### config.mk
export PLATFORM = sky130hd
export DESIGN_NAME = useq_sequencer
export DESIGN_NICKNAME = d
export VERILOG_FILES = /design/src/rtl/useq_pkg.sv /design/src/rtl/useq_opmap.sv /design/src/rtl/useq_car.sv /design/src/rtl/useq_ctl.sv /design/src/rtl/useq_cdr.sv /design/src/rtl/useq_sequencer.sv
export SDC_FILE = /design/constraint.sdc
export NUM_CORES = 1
export LEC_CHECK = 0
export ABC_AREA = 1
export BUFFER_PORTS_ARGS = -buffer_cell sky130_fd_sc_hd__buf_2
export CORE_ASPECT_RATIO = 0.6
export CORE_MARGIN = 3
export CORE_UTILIZATION = 45
export DETAILED_ROUTE_END_ITERATION = 16
export PLACE_DENSITY = 0.71
export SYNTH_ARGS = -nofsm -noshare
export SYNTH_HDL_FRONTEND = slang
export SYNTH_HIERARCHICAL = 1
export SYNTH_SLANG_ARGS = --single-unit
### constraint.sdc
create_clock -name clk_i -period 1.9 [get_ports clk_i]
set_input_delay 0.38 -clock clk_i [delete_from_list [all_inputs] [get_ports clk_i]]
set_output_delay 0.38 -clock clk_i [all_outputs]
set_load 0.005 [all_outputs]
### src/rtl/useq_pkg.sv
package useq_pkg;
  typedef enum logic [2:0] {
    ST_FETCH,
    ST_DECODE,
    ST_READ,
    ST_LATCH,
    ST_HALT
  } seq_state_e;

  typedef enum logic [1:0] {
    CAR_HOLD,
    CAR_LOAD,
    CAR_INC
  } car_op_e;

  localparam int unsigned MAP_W = 8;
endpackage

### src/rtl/useq_opmap.sv
module useq_opmap
  import useq_pkg::*;
#(
  parameter int unsigned CAR_W = 10
) (
  input  logic [7:0]       op_byte_i,
  output logic [CAR_W-1:0] map_addr_o,
  output logic             map_halt_o
);
  logic [2:0]       opc;
  logic             ind;
  logic [3:0]       sel;
  logic [MAP_W-1:0] entry;

  assign ind = op_byte_i[7];
  assign opc = op_byte_i[6:4];
  assign sel = op_byte_i[3:0];

  function automatic logic [MAP_W-1:0] mem_entry(input logic i, input logic [2:0] o);
    case ({i, o})
      4'h1: return 8'h03;
      4'h2: return 8'h05;
      4'h3: return 8'h07;
      4'h4: return 8'h09;
      4'h5: return 8'h0C;
      4'h6: return 8'h0F;
      4'h7: return 8'h12;
      4'h9: return 8'h17;
      4'hA: return 8'h1A;
      4'hB: return 8'h1D;
      4'hC: return 8'h21;
      4'hD: return 8'h24;
      4'hE: return 8'h27;
      4'hF: return 8'h2A;
      default: return 8'h00;
    endcase
  endfunction

  function automatic logic [MAP_W-1:0] alu_entry(input logic [3:0] s);
    case (s)
      4'h0: return 8'h30;
      4'h1: return 8'h32;
      4'h2: return 8'h34;
      4'h3: return 8'h4A;
      4'h4: return 8'h36;
      4'h5: return 8'h9A;
      4'h6: return 8'h46;
      4'h7: return 8'h3C;
      4'h8: return 8'h38;
      4'h9: return 8'h3A;
      4'hA: return 8'h3E;
      4'hB: return 8'h40;
      4'hC: return 8'h48;
      4'hD: return 8'h42;
      4'hE: return 8'h44;
      default: return 8'h00;
    endcase
  endfunction

  function automatic logic [MAP_W-1:0] sys_entry(input logic [3:0] s);
    case (s)
      4'h0: return 8'h70;
      4'h1: return 8'h73;
      4'h2: return 8'h75;
      4'h3: return 8'h7C;
      4'h4: return 8'hA0;
      4'h5: return 8'hB0;
      4'h6: return 8'h84;
      4'h7: return 8'h87;
      4'h8: return 8'h89;
      4'h9: return 8'h8B;
      4'hA: return 8'h8D;
      4'hB: return 8'h8F;
      4'hC: return 8'h91;
      4'hD: return 8'h94;
      4'hE: return 8'h96;
      default: return 8'h98;
    endcase
  endfunction

  always_comb begin
    if (opc != 3'd0) entry = mem_entry(ind, opc);
    else if (ind)    entry = sys_entry(sel);
    else             entry = alu_entry(sel);
  end

  assign map_halt_o = (entry == '0);

  generate
    if (CAR_W > MAP_W) begin : g_widen
      assign map_addr_o = {{(CAR_W-MAP_W){1'b0}}, entry};
    end else begin : g_trunc
      assign map_addr_o = entry[CAR_W-1:0];
    end
  endgenerate
endmodule

### src/rtl/useq_car.sv
module useq_car
  import useq_pkg::*;
#(
  parameter int unsigned CAR_W = 10
) (
  input  logic             clk_i,
  input  logic             rst_ni,
  input  car_op_e          op_i,
  input  logic [CAR_W-1:0] load_i,
  output logic [CAR_W-1:0] car_o
);
  always_ff @(posedge clk_i or negedge rst_ni) begin
    if (!rst_ni) begin
      car_o <= '0;
    end else begin
      case (op_i)
        CAR_LOAD: car_o <= load_i;
        CAR_INC:  car_o <= car_o + 1'b1;
        default:  car_o <= car_o;
      endcase
    end
  end
endmodule

### src/rtl/useq_ctl.sv
module useq_ctl
  import useq_pkg::*;
(
  input  logic    clk_i,
  input  logic    rst_ni,
  input  logic    map_halt_i,
  input  logic    end_bit_i,
  output logic    fetch_req_o,
  output car_op_e car_op_o,
  output logic    cdr_load_o,
  output logic    halt_o
);
  seq_state_e state_q, state_d;

  always_comb begin
    state_d    = state_q;
    car_op_o   = CAR_HOLD;
    cdr_load_o = 1'b0;
    case (state_q)
      ST_FETCH:  state_d = ST_DECODE;
      ST_DECODE: begin
        car_op_o = CAR_LOAD;
        state_d  = map_halt_i ? ST_HALT : ST_READ;
      end
      ST_READ:   state_d = ST_LATCH;  // word appears after this edge
      ST_LATCH: begin
        cdr_load_o = 1'b1;
        if (end_bit_i) begin
          state_d = ST_FETCH;
        end else begin
          car_op_o = CAR_INC;
          state_d  = ST_READ;
        end
      end
      default:   state_d = ST_HALT;
    endcase
  end

  always_ff @(posedge clk_i or negedge rst_ni) begin
    if (!rst_ni) state_q <= ST_FETCH;
    else         state_q <= state_d;
  end

  assign fetch_req_o = (state_q == ST_FETCH);
  assign halt_o      = (state_q == ST_HALT);
endmodule

### src/rtl/useq_cdr.sv
module useq_cdr #(
  parameter int unsigned CW_W = 24
) (
  input  logic            clk_i,
  input  logic            rst_ni,
  input  logic            load_i,
  input  logic [CW_W-1:0] word_i,
  output logic [CW_W-1:0] cdr_o,
  output logic            valid_o
);
  always_ff @(posedge clk_i or negedge rst_ni) begin
    if (!rst_ni) begin
      cdr_o   <= '0;
      valid_o <= 1'b0;
    end else begin
      valid_o <= load_i;
      if (load_i) cdr_o <= word_i;
    end
  end
endmodule

### src/rtl/useq_sequencer.sv
module useq_sequencer
  import useq_pkg::*;
#(
  parameter int unsigned INSTR_W = 16,
  parameter int unsigned CAR_W   = 10,
  parameter int unsigned CW_W    = 24,
  parameter int unsigned END_BIT = 0
) (
  input  logic               clk_i,
  input  logic               rst_ni,
  input  logic [INSTR_W-1:0] instr_i,
  output logic               fetch_req_o,
  output logic [CAR_W-1:0]   cm_addr_o,
  input  logic [CW_W-1:0]    cm_data_i,
  output logic [CW_W-1:0]    cdr_o,
  output logic               ctrl_valid_o,
  output logic               halt_o
);
  localparam int unsigned OPB_LSB = INSTR_W - 8;

  logic [CAR_W-1:0] map_addr;
  logic             map_halt;
  car_op_e          car_op;
  logic             cdr_load;
  logic             unused_operand;

  assign unused_operand = ^instr_i[OPB_LSB-1:0];

  useq_opmap #(.CAR_W(CAR_W)) u_map (
    .op_byte_i (instr_i[INSTR_W-1:OPB_LSB]),
    .map_addr_o(map_addr),
    .map_halt_o(map_halt)
  );

  useq_ctl u_ctl (
    .clk_i      (clk_i),
    .rst_ni     (rst_ni),
    .map_halt_i (map_halt),
    .end_bit_i  (cm_data_i[END_BIT]),
    .fetch_req_o(fetch_req_o),
    .car_op_o   (car_op),
    .cdr_load_o (cdr_load),
    .halt_o     (halt_o)
  );

  useq_car #(.CAR_W(CAR_W)) u_car (
    .clk_i (clk_i),
    .rst_ni(rst_ni),
    .op_i  (car_op),
    .load_i(map_addr),
    .car_o (cm_addr_o)
  );

  useq_cdr #(.CW_W(CW_W)) u_cdr (
    .clk_i  (clk_i),
    .rst_ni (rst_ni),
    .load_i (cdr_load),
    .word_i (cm_data_i),
    .cdr_o  (cdr_o),
    .valid_o(ctrl_valid_o)
  );
endmodule

Word level (Yosys, flattened, before mapping). Memory sizes are Yosys's and may differ from the RTL's. Cells that the tools add are included.

Flip-flop bits (word level): 38. ROM bits: 336. Bits of input ports: 42. Memories kept: 3.

Memory list: (name not given) (words 16, width 8, read ports 1, clocked after Yosys merged registers in 0, wr ports 0, line useq_opmap.sv:61) `case (s)`; (name not given) (words 16, width 7, read ports 1, clocked after Yosys merged registers in 0, wr ports 0, line useq_opmap.sv:40) `case (s)`; (name not given) (words 16, width 6, read ports 1, clocked after Yosys merged registers in 0, wr ports 0, line useq_opmap.sv:20) `case ({i, o})`.

Add/sub/neg operators: 1. Equality and inequality tests: 6. Mux-type cells: 9. Reduce and logical (&&, ||, !) cells: 4.

Operators by type and width (number): 10-bit one-hot mux with 2 select lines (1); 8-bit two-way mux (2); 3-bit one-hot mux with 4 select lines (1); 10-bit by 1-bit adder with 10-bit output, second input constant (1); 8-bit zero test (1); 3-bit by 2-bit == test with 1-bit output, second input constant (2); 2-bit two-way mux (2); 2-bit one-hot mux with 2 select lines (1); 3-bit by 1-bit == test with 1-bit output, second input constant (1); 3-bit == test, second input constant (1); 3-bit zero test (1); 3-bit two-way mux (1); 3-bit nonzero test (1); 2-bit by 1-bit == test with 1-bit output, second input constant (1); 2-bit == test, second input constant (1); 2-bit nonzero test (1); 1-bit two-way mux (1).

Logic depth before layout (Yosys ltp). Gate-level depths: netlist of the first run. An unclocked memory read counts as a cell.

Depth after elaboration: 6. Gate-level depth with buffers: 14. Mapped depth without buffers: 14.

Cells and area by module. Netlist of the first run, hierarchy kept.

By module, submodules not included: useq_cdr (instances 1, cells an instance 103, area each 999.7 sq um, seq. area each 625.6 sq um); useq_car (instances 1, cells an instance 106, area each 709.4 sq um, seq. area each 250.2 sq um); useq_opmap (instances 1, cells an instance 139, area each 706.9 sq um, seq. area each 0.0 sq um); useq_ctl (instances 1, cells an instance 21, area each 163.9 sq um, seq. area each 75.1 sq um).

Least setup slack after synthesis of the first run. Ideal clock, no wire load.

Path type: input port to flip-flop. From: input instr_i[9]. To: register u_ctl.state_q[1]. Library setup time: 0.122 ns. Arrival time: 1.488 ns. Required time: 1.778 ns. Setup slack: 0.290 ns. Stages on the path: 12. Cell sequence: inv_1 -> ha_1 -> inv_1 -> nand3_2 -> nand3_1 -> nand3_1 -> nor2_2 -> nand3_1 -> nor2_1 -> inv_1 -> nand3_1 -> nand3_2.

Cells in the longest elaborated chain, start to end: 6.

RTL lines: start: declaration (line useq_sequencer.sv:11) `input logic [INSTR_W-1:0] instr_i,`; memory read 16 x 8 bit or memory read 16 x 7 bit (tied branches); 8-bit two-way mux (*) (line useq_opmap.sv:83) `else if (ind) entry = sys_entry(sel);`; 8-bit two-way mux (*) (line useq_opmap.sv:82) `if (opc != 3'd0) entry = mem_entry(ind, opc);`; 8-bit zero test (*) (line useq_opmap.sv:87) `assign map_halt_o = (entry == '0);`; via map_halt (line useq_sequencer.sv:22) `logic map_halt;`; 3-bit two-way mux (*) (line useq_ctl.sv:23) `state_d = map_halt_i ? ST_HALT : ST_READ;`; 3-bit one-hot mux with 4 select lines (*) (line useq_ctl.sv:19) `case (state_q)`; via u_ctl.state_d[1] (line useq_ctl.sv:13) `seq_state_e state_q, state_d;`; end signal: assignment (line useq_ctl.sv:41) `else state_q <= state_d;`; end: declaration (line useq_ctl.sv:13).

The timed path passes the listed nets; every way through them passes the cells marked *. A chain may end at the register's enable or synchronous reset.

Final worst setup path of the first run.
From: register u_ctl.state_q[2]. To: register u_car.car_o[2].

Cells in the longest elaborated chain, start to end: 4.

RTL lines: 3-bit by 2-bit == test with 1-bit output or 3-bit by 1-bit == test with 1-bit output (tied branches) (line useq_ctl.sv:19); 2-bit one-hot mux with 2 select lines (*) (line useq_ctl.sv:19); via car_op[0] (line useq_sequencer.sv:23) `car_op_e car_op;`; 2-bit == test or 2-bit by 1-bit == test with 1-bit output (tied branches) (line useq_car.sv:16) `case (op_i)`; 10-bit one-hot mux with 2 select lines or 2-bit nonzero test (tied branches); end signal: assignment (line useq_car.sv:17) `CAR_LOAD: car_o <= load_i;`; end signal: assignment (line useq_car.sv:18) `CAR_INC: car_o <= car_o + 1'b1;`; end signal: assignment (line useq_car.sv:19) `default: car_o <= car_o;`; end: declaration (line useq_car.sv:10) `output logic [CAR_W-1:0] car_o`.

Marked as above.

==> impl_metrics.csv, run 1 <==
group,metric,value,unit
sta,max_freq,599,MHz
placed_design,gp_congestion,0.921,
critical_path,start_kind,"flip-flop",
sta,fin_ws,0.230,ns
power_and_ir_drop,p_per_area,625,nW/µm²
global_route,grt_max_degree,39,
clock_tree,clk_latency,0.28,ns
critical_path,r2r_start,"u_ctl/state_q[2]",
floorplan,die_w,104,µm
critical_path,worstReg2RegEnd,"u_car/car_o[2]",
sta,clock_skew,0.00890,ns
power_and_ir_drop,ir_drop,0.497,mV
power_and_ir_drop,pwr-share-clk,0.421,
synth,syn_area,2580,µm²
critical_path,r2r_cells,7,
clock_tree,clkTransAtPathRegs,0.08,ns
layout,fill_cells,525,
clock_tree,cts_hold_buf,0,
synth,ys_seq_area_frac,0.369,
flow_run,cap_violations,0,
floorplan,rows,20,
placed_design,portBuffers,70,
floorplan,core_area,5310,µm²
critical_path,endpoint_kind,"flip-flop",
status,outcome,"completed",
drt,antenna_left,0,
clock_tree,post_cts_buffers,0,
synth,synthArstFlopShare,1.00,
layout,regArea,951,µm²
clock_tree,clock-root-buffer,"clkbuf_8",
power_and_ir_drop,switching_share,0.248,
placed_design,post-place-ws,-0.0409,ns
layout,finalInstanceArea,3110,µm²
drt,drtIter0Drc,91,
synth,yosys_register_bits,38,
synth,synthesis.instances,369,
power_and_ir_drop,power_frac_comb,0.142,
drt,via_per_inst,4.66,
clock_tree,h-tree-depth,2,
placed_design,place_area,2970,µm²
layout,area_delta_synth_final,20.4,%
sta,whs,0.134,ns
layout,nets,497,
critical_path,critical_path.max_fanout,10,
floorplan,io_pins,79,
power_and_ir_drop,switchingPower,482,µW
critical_path,crit_end,"u_car/car_o[2]",
floorplan,initial_utilization,0.486,
global_route,grt_usage,0.181,
floorplan,die_h,64.7,µm
critical_path,timing.critical_path.from,"u_ctl/state_q[2]",
global_route,grt-ovfl-total,0,
floorplan,dieArea,6710,µm²
critical_path,critPathKind,"reg2reg",
clock_tree,cts_buffer_depth,2,
power_and_ir_drop,p_int,1460,µW
clock_tree,cts_buffers,5,
drt,drc_errors,0,
layout,multi_input_area,1330,µm²
global_route,grt_pass1_vias,2218,
sta,period_minus_slack,1.67,ns
drt,firstDrtPassIters,5,
layout,antenna_cells,0,
synth,ys_types,32,
sta,rsz0062_at_grt,"no",
critical_path,reg2reg_slack,0.23,ns
global_route,grt_pass1_wl,10200,µm
drt,wl_per_cell,11.3,µm
layout,drive_gt1_frac,0.279,
synth,synth_warnings,6,
sta,slew_viol_final,0,
synth,synth_flop_cell,"dfrtp_1",
critical_path,critPathArrivalTime,1.85,ns
sta,min_period_over_period,0.879,
sta,setup_viol,0,
synth,avgSynthCellArea,6.99,µm²
clock_tree,cts_tree,"yes",
placed_design,hpwl,4560,µm
power_and_ir_drop,p_leak,0.00166,µW
worst_hold_path,hp-class,"in2async",
clock_tree,numClockSinks,38,
drt,via_count,2434,
clock_tree,cts-resized-gates,0,
drt,wl,5890,µm
sta,hold_viol_final,0,
global_route,antenna_found_initial,0,
synth,synth_edf_count,0,
power_and_ir_drop,power,1940,µW
power_and_ir_drop,pwr-share-seq,0.437,
critical_path,worstPathRequired,2.08,ns
## cells by family (layout without fill, tap and decap cells)
logic type,after synthesis,after routing,share of synthesized area
DFF,38,38,0.369
other,1,2,0.00145
AOI/OAI and AO/OA,27,27,0.0587
xor gates and xnor gates,1,1,0.00340
adders and majority gates,11,11,0.0533
and+or+nand+nor,235,235,0.396
buffers and inverters,56,131,0.118
## layout make-up
type                    count  area share
clock inverters             3      0.0222
flip-flops and latches     38       0.306
inverters                  43      0.0544
repair buffers             80       0.137
well taps                  77      0.0310
clock buffers               5      0.0222
multi-input cells         276       0.427
## cells in the mapped netlist (2+ instances only)
library cell | count | area share
o21ai_1 | 4 | 0.0078
nand2_2 | 16 | 0.039
buf_4 | 4 | 0.012
nand2_1 | 149 | 0.22
inv_2 | 5 | 0.0073
nand3_2 | 4 | 0.016
dfrtp_1 | 38 | 0.37
nor2_1 | 30 | 0.044
nor2_4 | 2 | 0.0087
buf_6 | 6 | 0.026
inv_1 | 37 | 0.054
o21ai_0 | 7 | 0.014
ha_1 | 11 | 0.053
nor3_1 | 3 | 0.0058
a21oi_1 | 10 | 0.019
nor2_2 | 4 | 0.0097
nand3_1 | 24 | 0.047
## power groups by stage
| stage | clock network (µW) | registers (µW) | logic (µW) |
|---|---|---|---|
| after floorplan | 0 | 862 | 160 |
| after global placement | 0 | 864 | 270 |
| after detailed placement | 0 | 865 | 274 |
| after CTS | 833 | 849 | 276 |
| after global routing | 879 | 853 | 315 |
| final | 817 | 849 | 276 |
## worst max-delay path: stages (launching register included)
cell and delay [ns]:
dfrtp_1 0.45, nor3_2 0.22, inv_1 0.06, ha_1 0.37
buf_4 0.20, nor2_1 0.05, o21ai_0 0.15, inv_1 0.06
## metal layers
layer | up-vias | track usage | wire length [µm]
li1 | 1273 | - | -
met4 | 0 | 0.0232 | 21
met2 | 88 | 0.268 | 2330
met3 | 4 | 0.0498 | 460
met5 | - | 0 | 0
met1 | 1069 | 0.271 | 3070
## layout by cell type (no fill, tap or decap)
cell type | netlist | layout
nand2_1 | 149 | 149
buf_2 | 1 | 70
dfrtp_1 | 38 | 38
inv_1 | 37 | 37
nor2_1 | 30 | 30
nand3_1 | 24 | 24
nand2_2 | 16 | 16
ha_1 | 11 | 11
buf_4 | 4 | 10
a21oi_1 | 10 | 10
o21ai_0 | 7 | 7
clkbuf_8 | 1 | 5
inv_2 | 5 | 5
nand3_2 | 4 | 4
o21ai_1 | 4 | 4
nor2_2 | 4 | 4
nor3_1 | 3 | 3
bufinv_16 | 0 | 2
nor2_4 | 2 | 2
conb_1 | 1 | 2
clkinv_4 | 0 | 1
o21ai_2 | 1 | 1
xor2_1 | 1 | 1
o22ai_1 | 1 | 1
nand4_1 | 1 | 1
inv_8 | 1 | 1
nor3_2 | 1 | 1
a21oi_2 | 1 | 1
o21a_1 | 1 | 1
o21bai_1 | 1 | 1
nand2_4 | 1 | 1
o211ai_1 | 1 | 1
## worst min-delay path by stage
stage	startpoint	end	slack (ns)	depth (start not counted)
after floorplan	rst_ni	u_car/car_o[0]	0.08	0
after global placement	u_cdr/cdr_o[19]	u_cdr/cdr_o[19]	0.45	2
after detailed placement	rst_ni	u_cdr/cdr_o[11]	0.45	2
after CTS	rst_ni	u_cdr/cdr_o[11]	0.14	2
after global routing	rst_ni	u_cdr/cdr_o[3]	0.16	2
final	rst_ni	u_cdr/cdr_o[3]	0.13	2
## flip-flops by register name, indices dropped and copies added, names as in the netlist
signal,count
u_ctl/state_q,3
u_car/car_o,10
u_cdr/cdr_o,24
u_cdr/valid_o,1
## metrics by stage
stage,util,setup TNS (ns),instances
after floorplan,-,0,370
after global placement,0.560,0,514
after detailed placement,0.560,-0.0409,514
after CTS,0.586,0,522
after global routing,0.586,0,522
final,0.586,0,522
Power figures use the tool's default switching activity.
==> inputs of run 2 (changes only) <==
- CORE_UTILIZATION: 45 -> 52
- PLACE_DENSITY: 0.71 -> 0.81
==> run 2 against run 1 <==
- flip-flop and latch count stayed put
- hold slack got worse by 0.0029 ns
- cell area down 2.2%
- largest cell class unchanged
- global-route usage grew 1.8 points
- critical path type unchanged
- routed wire length increased by 1.8%
- critical endpoint is now u_car/car_o[5]
==> impl_metrics.csv, run 2 (same netlist as run 1, synthesis figures left out) <==
group,metric,value,unit
status,outcome,"completed",
layout,most-common-layout-cells,"nand2_1 (149), buf_2 (70), dfrtp_1 (38)",
drt,drtIter0Drc,203,
floorplan,dieArea,5870,µm²
critical_path,critical_path.max_fanout,10,
sta,min_period_over_period,0.938,
clock_tree,cts_tree,"yes",
layout,stdcell_count,507,
sta,setup_viol,0,
drt,via_count,2505,
floorplan,die_w,96.9,µm
layout,regMostFlops,"u_cdr/cdr_o",
sta,clock_skew,0.00222,ns
critical_path,critPathArrivalTime,1.97,ns
sta,whs,0.131,ns
global_route,grt_pass1_vias,2063,
drt,wl,5990,µm
sta,max_freq,561,MHz
sta,slew_viol_final,0,
placed_design,hpwl,4620,µm
clock_tree,cts_buffers,5,
critical_path,critPathKind,"reg2reg",
layout,antenna_cells,0,
power_and_ir_drop,p_per_area,557,nW/µm²
drt,drc_errors,0,
drt,via_per_inst,4.94,
floorplan,die_h,60.6,µm
drt,antenna_left,0,
global_route,grt_pass1_wl,9430,µm
placed_design,place_area,2940,µm²
clock_tree,clkTransAtPathRegs,0.07,ns
critical_path,endpoint_kind,"flip-flop",
critical_path,worstReg2RegEnd,"u_car/car_o[5]",
layout,finalInstanceArea,3040,µm²
drt,wl_per_cell,11.8,µm
placed_design,dp.cells,499,
layout,nets,496,
layout,reg_top3,"u_cdr/cdr_o x24, u_car/car_o x10, u_ctl/state_q x3",
critical_path,start_kind,"flip-flop",
power_and_ir_drop,p_leak,0.00163,µW
critical_path,r2r_start,"u_ctl/state_q[2]",
clock_tree,numClockSinks,38,
placed_design,gp_congestion,0.896,
critical_path,r2r_cells,8,
clock_tree,cts_buffer_depth,2,
power_and_ir_drop,ir_drop,0.299,mV
clock_tree,clk_latency,0.29,ns
floorplan,rows,19,
floorplan,initial_utilization,0.551,
sta,rsz0062_at_grt,"no",
placed_design,portBuffers,70,
sta,hold_viol_final,0,
clock_tree,h-tree-depth,2,
clock_tree,cts-resized-gates,0,
clock_tree,post_cts_buffers,0,
layout,largest_reg_flops,24,
clock_tree,clock-root-buffer,"clkbuf_8",
worst_hold_path,hp-class,"in2async",
power_and_ir_drop,power,1690,µW
layout,drive_gt1_frac,0.277,
sta,period_minus_slack,1.78,ns
flow_run,cap_violations,0,
critical_path,worstPathRequired,2.09,ns
floorplan,io_pins,79,
layout,area_delta_synth_final,17.8,%
critical_path,reg2reg_slack,0.12,ns
drt,firstDrtPassIters,5,
global_route,antenna_found_initial,0,
layout,layout_commonest_cell,"nand2_1",
global_route,grt_usage,0.200,
floorplan,core_area,4680,µm²
global_route,grt_max_degree,39,
clock_tree,cts_hold_buf,0,
global_route,grt-ovfl-total,0,
## run 2: area by class of cell
cell class | instances | area [µm²]
Inverter | 43 | 169
Tap cell | 63 | 78.8
Timing Repair Buffer | 79 | 418
Multi-Input combinational cell | 276 | 1330
Clock buffer | 6 | 82.6
Fill cell | 440 | 1640
Clock inverter | 2 | 12.5
Sequential cell | 38 | 951
## run 2: through the flow
stage / utilization / worst slack, ns / TNS (ns)
finish: 0.649 / 0.118 / 0
global route: 0.649 / 0.0217 / 0
CTS: 0.649 / 0.141 / 0
detailed placement: 0.629 / -0.0687 / -0.0687
global placement: 0.629 / 0.00950 / 0
floorplan: - / 0.290 / 0
## run 2: worst max-delay path by stage
| stage | startpoint | end | slack [ns] |
|---|---|---|---|
| after CTS | u_ctl/state_q[2] | u_car/car_o[5] | 0.14 |
| final | u_ctl/state_q[2] | u_car/car_o[5] | 0.12 |
| after global placement | instr_i[8] | u_ctl/state_q[1] | 0.009 |
| after floorplan | instr_i[9] | u_ctl/state_q[1] | 0.29 |
| after detailed placement | instr_i[8] | u_ctl/state_q[1] | -0.07 |
| after global routing | u_ctl/state_q[2] | u_car/car_o[3] | 0.02 |
## run 2: critical path: stages (launching register included)
cell and delay, ns:
dfrtp_1 0.43, nor3_2 0.24, inv_1 0.06, ha_1 0.46, inv_1 0.20, o21ai_0 0.11, nand2_1 0.07, nand2_1 0.07
inv_1 0.04
## run 2: metal layers
metal  wire (µm)  GRT usage
met5           0          0
met4          34     0.0560
met3         568     0.0540
met2        2450      0.288
met1        2940      0.296
## run 2: where the power goes
group	switching [µW]	internal, µW	total (µW)
clock network	277	291	568
logic	168	106	274
registers	24.4	825	849
==> inputs of run 3 (changes only) <==
==> constraint.sdc (replaced) <==
create_clock -name clk_i -period 1.9 [get_ports clk_i]
set_input_delay 0.57 -clock clk_i [delete_from_list [all_inputs] [get_ports clk_i]]
set_output_delay 0.57 -clock clk_i [all_outputs]
set_load 0.005 [all_outputs]
==> run 3 against run 2 <==
- first-iteration DRC count down 0.49%
- maximum frequency down 2.9%
- hold slack better by 0.19 ns
- routed wire length up 5.0%
- sequential share of layout area down 2.0 points
- clock skew up 0.0046 ns
- largest power group unchanged
==> impl_metrics.csv, run 3 (same netlist as run 1, synthesis figures left out) <==
group,metric,value,unit
floorplan,core_area,4680,µm²
layout,drive_gt1_frac,0.322,
critical_path,critical_path.max_fanout,4,
drt,via_per_inst,4.99,
power_and_ir_drop,p_leak,0.00173,µW
placed_design,gp_congestion,0.866,
drt,via_count,2605,
critical_path,worstPathRequired,2.08,ns
sta,fin_ws,0.0640,ns
clock_tree,clk_latency,0.29,ns
layout,layout_commonest_cell,"nand2_1",
drt,firstDrtPassIters,5,
sta,period_minus_slack,1.84,ns
floorplan,die_w,96.9,µm
floorplan,rows,19,
status,outcome,"completed",
sta,hold_viol_final,0,
sta,min_period_over_period,0.966,
clock_tree,cts_tree,"yes",
power_and_ir_drop,ir_drop,0.527,mV
placed_design,portBuffers,70,
floorplan,die_h,60.6,µm
critical_path,critPathArrivalTime,2.02,ns
critical_path,reg2reg_slack,0.20,ns
critical_path,start_kind,"primary input",
layout,area_delta_synth_final,25.8,%
layout,antenna_cells,0,
layout,largest_reg_flops,24,
global_route,grt_pass1_wl,10200,µm
worst_hold_path,hp-class,"in2async",
sta,rsz0062_at_grt,"no",
drt,drtIter0Drc,202,
placed_design,hpwl,4690,µm
critical_path,r2r_cells,8,
global_route,antenna_found_initial,0,
flow_run,cap_violations,0,
placed_design,dp.cells,514,
drt,antenna_left,0,
clock_tree,cts_buffers,5,
power_and_ir_drop,p_per_area,618,nW/µm²
layout,regMostFlops,"u_cdr/cdr_o",
layout,reg_top3,"u_cdr/cdr_o x24, u_car/car_o x10, u_ctl/state_q x3",
sta,tns,0,ns
layout,nets,511,
sta,max_freq,545,MHz
global_route,grt_use_met3,0.0563,
clock_tree,h-tree-depth,2,
global_route,top_usage_layer,"met2",
global_route,grt_use_met2,0.330,
clock_tree,clock-root-buffer,"clkbuf_8",
layout,finalInstanceArea,3250,µm²
global_route,grt-ovfl-total,0,
sta,clock_skew,0.00677,ns
floorplan,dieArea,5870,µm²
global_route,grt_pass1_vias,2251,
sta,slew_viol_final,0,
floorplan,initial_utilization,0.551,
drt,drc_errors,0,
layout,stdcell_count,522,
global_route,grt_usage,0.215,
drt,wl,6290,µm
clock_tree,cts_buffer_depth,2,
clock_tree,numClockSinks,38,
critical_path,endpoint_kind,"flip-flop",
global_route,grt_max_degree,39,
critical_path,critPathKind,"in2reg",
power_and_ir_drop,power,2010,µW
critical_path,worstReg2RegEnd,"u_car/car_o[6]",
drt,wl_per_cell,12.1,µm
placed_design,place_area,3060,µm²
sta,setup_viol,0,
floorplan,io_pins,79,
critical_path,r2r_start,"u_ctl/state_q[2]",
placed_design,post-place-ws,-0.240,ns
global_route,gr-usage-met1,0.312,
clock_tree,clkTransAtPathRegs,0.08,ns
layout,most-common-layout-cells,"nand2_1 (149), buf_2 (69), dfrtp_1 (38)",
==> run 3: cell count changes in the layout (fill, tap and decap cells not counted), sizes merged <==
cell,previous run,this run
bufinv,0,2
buf,79,93
clkinvlp,1,0
clkbuf,6,7
clkinv,1,0
==> run 3: stage by stage <==
step | util | hold WS, ns
CTS | 0.683 | 0.333
global route | 0.693 | 0.360
global placement | 0.653 | 0.450
floorplan | - | 0.274
detailed placement | 0.653 | 0.455
finish | 0.693 | 0.322
==> run 3: worst max-delay path by stage <==
| stage | start | endpoint | slack (ns) | depth (start not counted) |
|---|---|---|---|---|
| 6_report | instr_i[9] | u_ctl/state_q[1] | 0.06 | 15 |
| 2_1_floorplan | instr_i[9] | u_ctl/state_q[1] | 0.1 | 12 |
| 3_3_place_gp | instr_i[8] | u_ctl/state_q[1] | -0.19 | 13 |
| 3_5_place_dp | instr_i[8] | u_ctl/state_q[1] | -0.24 | 14 |
| 5_1_grt | instr_i[9] | u_ctl/state_q[1] | 0.001 | 15 |
| 4_1_cts | instr_i[8] | u_ctl/state_q[1] | 0.07 | 14 |
==> run 3: layout make-up <==
type | instances | area, µm²
fillers | 401 | 1440
well taps | 63 | 78.8
clock buffers | 6 | 82.6
multi-input cells | 276 | 1370
repair buffers | 94 | 533
clock inverters | 2 | 60.1
inverters | 43 | 169
flip-flops and latches | 38 | 951
==> run 3: critical path, stage by stage <==
cell     delay [ns]
buf_2          0.10
buf_4          0.15
ha_1           0.23
nand2_1        0.11
nand2_1        0.07
nand2_1        0.07
nand2_1        0.07
nand2_1        0.06
nand2_1        0.05
nand2_1        0.13
nand3_2        0.10
nor2_2         0.13
inv_1          0.05
nand3_1        0.08
nand3_2        0.06
==> run 3: report_power, final <==
part / leakage [µW] / internal, µW / switching [µW] / total [µW]
Sequential: 0.000385 / 825 / 23.4 / 848
Clock: 0.0000714 / 560 / 283 / 843
Combinational: 0.00127 / 135 / 181 / 316
Total: 0.00173 / 1520 / 487 / 2010
==> run 3: layer usage <==
layer / wire [µm] / vias up
li1: - / 1304
met1: 3080 / 1182
met2: 2670 / 111
met3: 484 / 8
met4: 63 / 0
met5: 0 / -
==> run 3: repair_timing <==
action | 4_1_cts | 5_1_grt
setup buffers | 0 | 0
gates resized for setup | 0 | 12
hold endpoints to repair | 0 | 0
hold buffers | 0 | 0
endpoints found under the setup margin | 0 | 3
